--- config.mk ---
export PLATFORM = sky130hd
export DESIGN_NAME = pscnt_timer
export DESIGN_NICKNAME = d
export VERILOG_FILES = /design/src/rtl/pscnt_pkg.sv /design/src/rtl/pscnt_prescale.sv /design/src/rtl/pscnt_count.sv /design/src/rtl/pscnt_regs.sv /design/src/rtl/pscnt_timer.sv
export SDC_FILE = /design/constraint.sdc
export NUM_CORES = 1
export LEC_CHECK = 0
export ABC_AREA = 1
export BUFFER_PORTS_ARGS = -buffer_cell sky130_fd_sc_hd__buf_2
export CAP_MARGIN = 15
export CELL_PAD_IN_SITES_DETAIL_PLACEMENT = 1
export CELL_PAD_IN_SITES_GLOBAL_PLACEMENT = 2
export CORE_UTILIZATION = 33
export CTS_BUF_LIST = sky130_fd_sc_hd__clkbuf_16
export DETAILED_ROUTE_END_ITERATION = 12
export MAX_ROUTING_LAYER = met4
export PLACE_DENSITY_LB_ADDON = 0.1
export SYNTH_ARGS = -nofsm -noshare
export SYNTH_HDL_FRONTEND = slang
export SYNTH_SLANG_ARGS = --single-unit
--- constraint.sdc ---
create_clock -name clk_i -period 1.8 [get_ports clk_i]
set_clock_uncertainty 0.2 [all_clocks]
set_input_delay 0.27 -clock clk_i [delete_from_list [all_inputs] [get_ports clk_i]]
set_output_delay 0.27 -clock clk_i [all_outputs]
set_load 0.005 [all_outputs]
--- src/rtl/pscnt_pkg.sv ---
package pscnt_pkg;

    typedef enum logic [1:0] {
        ADDR_CTRL   = 2'd0,
        ADDR_CNT_HI = 2'd1,
        ADDR_CNT_LO = 2'd2,
        ADDR_SPARE  = 2'd3
    } pscnt_addr_e;

    localparam int CTL_HALT_BIT = 7;
    localparam int CTL_CLR_BIT  = 6;

endpackage

--- src/rtl/pscnt_prescale.sv ---
module pscnt_prescale #(
    parameter int DIV_W = 6,
    parameter int SEL_W = 3
) (
    input  logic             clk_i,
    input  logic             rst_ni,
    input  logic             run_i,
    input  logic             restart_i,
    input  logic [SEL_W-1:0] sel_i,
    input  logic             ext_i,
    output logic             tick_o
);

    localparam int EXT_CODE = DIV_W + 1;

    typedef struct packed {
        logic [DIV_W-1:0] div;
        logic [1:0]       sync;
        logic             prev;
    } pre_state_t;

    pre_state_t st_d, st_q;
    logic [DIV_W-1:0] tap_mask;
    logic             ext_rise;

    always_comb begin
        st_d      = st_q;
        st_d.sync = {st_q.sync[0], ext_i};
        st_d.prev = st_q.sync[1];
        if (restart_i) begin
            st_d.div = '0;
        end else if (run_i) begin
            st_d.div = st_q.div + DIV_W'(1);
        end

        for (int i = 0; i < DIV_W; i++) begin
            tap_mask[i] = (i < int'(sel_i));
        end

        ext_rise = st_q.sync[1] & ~st_q.prev;

        tick_o = 1'b0;
        if (run_i) begin
            if (int'(sel_i) == EXT_CODE) begin
                tick_o = ext_rise;
            end else if (int'(sel_i) <= DIV_W) begin
                tick_o = ((st_q.div & tap_mask) == tap_mask);
            end
        end
    end

    always_ff @(posedge clk_i or negedge rst_ni) begin
        if (!rst_ni) begin
            st_q <= '0;
        end else begin
            st_q <= st_d;
        end
    end

endmodule

--- src/rtl/pscnt_count.sv ---
module pscnt_count #(
    parameter int CNT_W = 16
) (
    input  logic             clk_i,
    input  logic             rst_ni,
    input  logic             tick_i,
    input  logic             clear_i,
    output logic [CNT_W-1:0] cnt_o
);

    typedef struct packed {
        logic [CNT_W-1:0] cnt;
    } cnt_state_t;

    cnt_state_t st_d, st_q;

    always_comb begin
        st_d = st_q;
        if (clear_i) begin
            st_d.cnt = '0;
        end else if (tick_i) begin
            st_d.cnt = st_q.cnt + CNT_W'(1);
        end
        cnt_o = st_q.cnt;
    end

    always_ff @(posedge clk_i or negedge rst_ni) begin
        if (!rst_ni) begin
            st_q <= '0;
        end else begin
            st_q <= st_d;
        end
    end

endmodule

--- src/rtl/pscnt_regs.sv ---
module pscnt_regs
    import pscnt_pkg::*;
#(
    parameter int BUS_W = 8,
    parameter int SEL_W = 3
) (
    input  logic               clk_i,
    input  logic               rst_ni,
    input  logic [1:0]         addr_i,
    input  logic               wr_i,
    input  logic               rd_i,
    input  logic [BUS_W-1:0]   wdata_i,
    input  logic [2*BUS_W-1:0] cnt_i,
    output logic [BUS_W-1:0]   rdata_o,
    output logic               halt_o,
    output logic [SEL_W-1:0]   sel_o,
    output logic               clear_o,
    output logic               lat_pend_o,
    output logic [BUS_W-1:0]   lat_byte_o
);

    localparam int PAD_W = BUS_W - 2 - SEL_W;

    typedef struct packed {
        logic             halt;
        logic [SEL_W-1:0] sel;
        logic             lat_pend;
        logic [BUS_W-1:0] lat_byte;
    } reg_state_t;

    reg_state_t  st_d, st_q;
    pscnt_addr_e addr;
    logic        ctl_wr;
    logic        hi_rd;
    logic        lo_rd;
    logic        unused_wbits;

    assign unused_wbits = ^wdata_i[CTL_CLR_BIT-1:SEL_W];

    always_comb begin
        addr   = pscnt_addr_e'(addr_i);
        ctl_wr = wr_i && (addr == ADDR_CTRL);
        hi_rd  = rd_i && (addr == ADDR_CNT_HI);
        lo_rd  = rd_i && (addr == ADDR_CNT_LO);

        clear_o = ctl_wr && wdata_i[CTL_CLR_BIT];

        st_d = st_q;
        if (ctl_wr) begin
            st_d.halt = wdata_i[CTL_HALT_BIT];
            st_d.sel  = wdata_i[SEL_W-1:0];
        end
        if (clear_o) begin
            st_d.lat_pend = 1'b0;
        end else if (lo_rd) begin
            st_d.lat_pend = 1'b0;
        end else if (hi_rd && !st_q.lat_pend) begin
            st_d.lat_pend = 1'b1;
            st_d.lat_byte = cnt_i[BUS_W-1:0];
        end

        case (addr)
            ADDR_CTRL:   rdata_o = {st_q.halt, 1'b0, {PAD_W{1'b0}}, st_q.sel};
            ADDR_CNT_HI: rdata_o = cnt_i[2*BUS_W-1:BUS_W];
            ADDR_CNT_LO: rdata_o = st_q.lat_pend ? st_q.lat_byte : cnt_i[BUS_W-1:0];
            default:     rdata_o = '0;
        endcase

        halt_o     = st_q.halt;
        sel_o      = st_q.sel;
        lat_pend_o = st_q.lat_pend;
        lat_byte_o = st_q.lat_byte;
    end

    always_ff @(posedge clk_i or negedge rst_ni) begin
        if (!rst_ni) begin
            st_q <= '0;
        end else begin
            st_q <= st_d;
        end
    end

endmodule

--- src/rtl/pscnt_timer.sv ---
module pscnt_timer #(
    parameter int BUS_W = 8,
    parameter int DIV_W = 6
) (
    input  logic             clk_i,
    input  logic             rst_ni,
    input  logic             ext_clk_i,
    input  logic [1:0]       bus_addr_i,
    input  logic             bus_wr_i,
    input  logic             bus_rd_i,
    input  logic [BUS_W-1:0] bus_wdata_i,
    output logic [BUS_W-1:0] bus_rdata_o
);

    localparam int CNT_W = 2 * BUS_W;
    localparam int SEL_W = $clog2(DIV_W + 2);

    logic             halt_w;
    logic [SEL_W-1:0] sel_w;
    logic             clear_w;
    logic             tick_w;
    logic [CNT_W-1:0] cnt_w;
    logic             lat_pend_w;
    logic [BUS_W-1:0] lat_byte_w;

    pscnt_regs #(
        .BUS_W(BUS_W),
        .SEL_W(SEL_W)
    ) regs_i (
        .clk_i      (clk_i),
        .rst_ni     (rst_ni),
        .addr_i     (bus_addr_i),
        .wr_i       (bus_wr_i),
        .rd_i       (bus_rd_i),
        .wdata_i    (bus_wdata_i),
        .cnt_i      (cnt_w),
        .rdata_o    (bus_rdata_o),
        .halt_o     (halt_w),
        .sel_o      (sel_w),
        .clear_o    (clear_w),
        .lat_pend_o (lat_pend_w),
        .lat_byte_o (lat_byte_w)
    );

    pscnt_prescale #(
        .DIV_W(DIV_W),
        .SEL_W(SEL_W)
    ) pre_i (
        .clk_i     (clk_i),
        .rst_ni    (rst_ni),
        .run_i     (!halt_w),
        .restart_i (clear_w),
        .sel_i     (sel_w),
        .ext_i     (ext_clk_i),
        .tick_o    (tick_w)
    );

    pscnt_count #(
        .CNT_W(CNT_W)
    ) cnt_i (
        .clk_i   (clk_i),
        .rst_ni  (rst_ni),
        .tick_i  (tick_w),
        .clear_i (clear_w),
        .cnt_o   (cnt_w)
    );

endmodule

==> flow_metrics.py <==
metrics = {
    "sta": {
        "fin_ws_ns": -0.137,
        "finalCriticalPeriod_ns": 1.94,
        "timing.max_slew.rel_slack": 0.729,
        "rsz_0062_raised_after_global_routing": "true",
        "min_period_over_period": 1.08,
        "hold_viol_final": 0,
        "setup_viol_count_final": 8,
        "final-max-slew-violation-count": 0,
        "max_freq_ghz": 0.516,
        "tightest_slew_ns": 0.406,
    },
    "synthesis": {
        "syn-cell-area_sq_um": 2220,
        "async_flop_share": 1.00,
        "synth_largest_area_cell": "sky130_fd_sc_hd__dfrtp_1",
        "postSynthRegisterBits": 38,
        "syn-mean-instance-area_sq_um": 7.27,
        "synth_cells": 306,
        "netlist.area_leader.share": 0.427,
        "number_of_enable_flip_flop_cells_after_synthesis": 0,
        "synthesis.yosys.warnings": 0,
        "synth_sequential_area_ratio": 0.427,
        "synth_area_leaders": "sky130_fd_sc_hd__dfrtp_1 43%, sky130_fd_sc_hd__nand2_1 14%, sky130_fd_sc_hd__inv_1 6.7%",
        "yosys_most_used_dff": "sky130_fd_sc_hd__dfrtp_1",
        "synth_top_cells_by_count": "81 x sky130_fd_sc_hd__nand2_1, 40 x sky130_fd_sc_hd__inv_1, 38 x sky130_fd_sc_hd__dfrtp_1, 29 x sky130_fd_sc_hd__nand3_1, 25 x sky130_fd_sc_hd__nor2_1",
        "synth.most_common_cell": "sky130_fd_sc_hd__nand2_1",
        "synth_cell_type_count": 28,
        "net_count_synth": 323,
    },
    "worst_setup_path": {
        "cells_along_the_critical_path": "clkinvlp_4 > buf_4 > a21oi_2 > o21ai_1 > o21ai_1 > buf_2",
        "worstPathArrival_ns": 1.47,
        "data_required_time_of_the_worst_path_ns": 1.33,
        "critical_path.max_stage_delay_ns": 0.42,
        "critical_path.slowest_cell": "sky130_fd_sc_hd__dfrtp_2",
        "largest_delay_contributor_family_on_the_critical_path": "buffers and inverters",
        "critical_path_buf_inv_count": 3,
        "crit_path_frequent_cell": "sky130_fd_sc_hd__o21ai_1",
        "worstSetupStartpointType": "flip-flop",
        "worstSetupPathType": "reg2out",
        "critPathCaptureType": "primary output",
        "timing.critical_path.fanout_max": 7,
    },
    "finish": {
        "area.growth.synth_to_final_pct": 25.2,
        "layout_cell_share_with_drive_strength_beyond_1": 0.213,
        "final_nets": 363,
        "stdcell_area_sq_um": 2790,
        "diodes": 0,
    },
    "clock_tree": {
        "clock_tree.root_cell": "sky130_fd_sc_hd__clkbuf_16",
        "ctsHtreeMaxLevel": 2,
        "ctsLongestPathBuffers": 2,
        "cts_tree": "built",
        "clock_latency_on_the_worst_skew_pair_ns": 0.28,
        "clock_sinks": 38,
        "clkTransAtPathRegs_ns": 0.06,
        "cts_buffers": 5,
    },
    "placed_design": {
        "hpwlAfterDp_mm": 4.81,
        "routabilityCongestion": 0.775,
        "place_worst_setup_slack_ns": 0.0661,
        "port_buffers": 19,
        "detailed_place.area_sq_um": 2480,
    },
    "floorplanning": {
        "die_y_microns": 84.1,
        "die_ar_sq_um": 7070,
        "placement_rows": 29,
        "io_pins": 23,
        "core_area_sq_um": 6420,
        "initial_utilization": 0.346,
        "dieWidth_microns": 84.1,
    },
    "detailed_routing": {
        "via_count": 2169,
        "drt_pre_antenna_iters": 4,
        "post_drt_wl_per_cell_microns": 15.7,
        "postRouteWirelength_mm": 6.65,
        "remaining_antenna_violation_count_after_routing": 0,
        "via_per_inst": 5.12,
        "remaining_drc_errors": 0,
        "drt-initial-drc-count": 73,
    },
    "global_routing": {
        "grt_first_pass_wirelength_mm": 11.1,
        "track_usage": 0.209,
        "largest_net_degree_at_the_start_of_global_routing": 25,
        "grt_remaining_overflow": 0,
        "globalRouteMet1Util": 0.264,
        "groute.layer.met3.usage": 0.0326,
        "peak_usage_layer_in_the_global_routing_report": "met2",
        "antenna_found_initial": 0,
        "groute.layer.met2.usage": 0.353,
        "grt_pass1_vias": 2240,
    },
    "job": {
        "maxCapViolations": 0,
    },
    "pwr": {
        "power.ir.vdd_worst_mv": 0.397,
        "power_density_nw_per_um2": 1030,
        "cellLeakagePower_uw": 0.00141,
    },
    "worst_hold_path": {
        "min_path_type": "in2reg",
    },
    "outcome": {
        "outcome": "finished, violations left",
        "violations": "setup timing",
    },
}
==> metal layers <==
layer	routed length (microns)	part of all wire
met5	0	0
met4	78	0.012
met3	94	0.014
met2	3310	0.50
met1	3170	0.48
==> flip-flops by register name, indices dropped and copies added (netlist names) <==
signal             count
cnt_i.cnt_o           16
regs_i.lat_byte_o      8
pre_i.st_q             7
regs_i.sel_o           3
pre_i.st_d             2
regs_i.halt_o          1
regs_i.lat_pend_o      1
==> where the power goes <==
part           total, uW  switching (uW)  internal, uW
clock                864             358           506
sequential          1210             192          1020
combinational        807             478           328
total               2880            1030          1850
==> placed cells by master, fill, tap and decap left out, types with 2 or more instances in the layout <==
cell type	Yosys	final
sky130_fd_sc_hd__a21oi_1	11	8
sky130_fd_sc_hd__buf_2	2	19
sky130_fd_sc_hd__nor2_4	1	3
sky130_fd_sc_hd__nand3_1	29	29
sky130_fd_sc_hd__nand2_2	3	4
sky130_fd_sc_hd__dlygate4sd3_1	0	2
sky130_fd_sc_hd__o21ai_2	0	3
sky130_fd_sc_hd__nor2_2	4	4
sky130_fd_sc_hd__clkbuf_16	0	5
sky130_fd_sc_hd__nand2_1	81	80
sky130_fd_sc_hd__o21ai_1	2	6
sky130_fd_sc_hd__clkinv_1	1	2
sky130_fd_sc_hd__buf_6	1	3
sky130_fd_sc_hd__nor2_1	25	23
sky130_fd_sc_hd__xor2_1	7	7
sky130_fd_sc_hd__nor3_1	4	4
sky130_fd_sc_hd__dfrtp_1	38	37
sky130_fd_sc_hd__a21oi_2	0	2
sky130_fd_sc_hd__o221ai_1	4	4
sky130_fd_sc_hd__buf_4	0	15
sky130_fd_sc_hd__o211ai_1	2	2
sky130_fd_sc_hd__nand3b_1	2	2
sky130_fd_sc_hd__ha_1	2	2
sky130_fd_sc_hd__inv_1	40	39
sky130_fd_sc_hd__inv_2	4	4
sky130_fd_sc_hd__nand4_1	15	15
sky130_fd_sc_hd__clkinvlp_4	0	3
sky130_fd_sc_hd__o22ai_2	0	2
sky130_fd_sc_hd__o21ai_0	17	10
==> final timing paths <==
path,startpoint,endpoint,slack (ns),cells after the start
min,bus_wdata_i[0],regs_i.sel_o[0]$_DFFE_PN0P_,0.04,3
min in group asynchronous,rst_ni,pre_i.st_q[0]$_DFF_PN0_,0.25,2
max in group asynchronous,rst_ni,regs_i.lat_pend_o$_DFFE_PN0P_,0.67,3
max,regs_i.lat_pend_o$_DFFE_PN0P_,bus_rdata_o[4],-0.14,6
min reg2reg,pre_i.st_d[2]$_DFF_PN0_,pre_i.st_d[0]$_DFF_PN0_,0.18,0
max reg2reg,cnt_i.cnt_o[0]$_DFFE_PN0P_,cnt_i.cnt_o[12]$_DFFE_PN0P_,0.17,8
==> kinds of logic (layout without fill, tap and decap cells) <==
logic type,Yosys count,count (layout),synth area share
flip-flops,38,38,0.427
AND/OR/NAND/NOR,166,166,0.336
AO/OA/AOI/OAI,39,39,0.0984
multiplexers,1,1,0.00506
buffers and inverters,53,94,0.0939
adder cells (fa/ha/maj),2,2,0.0112
XOR/XNOR,7,7,0.0276
==> metrics by stage <==
step,total power (uW),setup TNS [ns],util,instances,hold WS (ns)
finish,2880,-0.691,0.434,424,0.0417
global route,3070,-1.12,0.434,424,0.0753
CTS,2850,-0.358,0.420,421,0.0377
detailed placement,1900,0,0.386,406,0.0239
global placement,1880,0,0.386,406,0.0237
floorplan,1620,0,-,306,-0.226
==> layout make-up <==
| cell class | count | area, sq um |
|---|---|---|
| Clock inverter | 3 | 16.3 |
| Timing Repair inverter | 1 | 7.51 |
| Sequential cell | 38 | 952 |
| Fill cell | 807 | 3640 |
| Timing Repair Buffer | 40 | 282 |
| Inverter | 45 | 173 |
| Tap cell | 77 | 96.3 |
| Clock buffer | 5 | 125 |
| Multi-Input combinational cell | 215 | 1130 |
==> repair_timing <==
item | 4_1_cts | 5_1_grt
setup endpoints to repair | 8 | 13
hold buffers | 2 | 0
setup buffers | 4 | 3
resized for setup | 13 | 15
gates cloned | 1 | 0
pin swaps | 4 | 2
endpoints found under the hold margin | 15 | 0
==> worst reg2reg max path, stage by stage, from the launching register on <==
cell	delay (ns)
sky130_fd_sc_hd__dfrtp_1	0.41
sky130_fd_sc_hd__ha_1	0.19
sky130_fd_sc_hd__inv_1	0.05
sky130_fd_sc_hd__nor2_2	0.20
sky130_fd_sc_hd__nand3_1	0.14
sky130_fd_sc_hd__xor2_1	0.15
sky130_fd_sc_hd__nor2_1	0.06
sky130_fd_sc_hd__nand2_1	0.07
sky130_fd_sc_hd__nand2_1	0.05
Power figures use the tool's default switching activity.
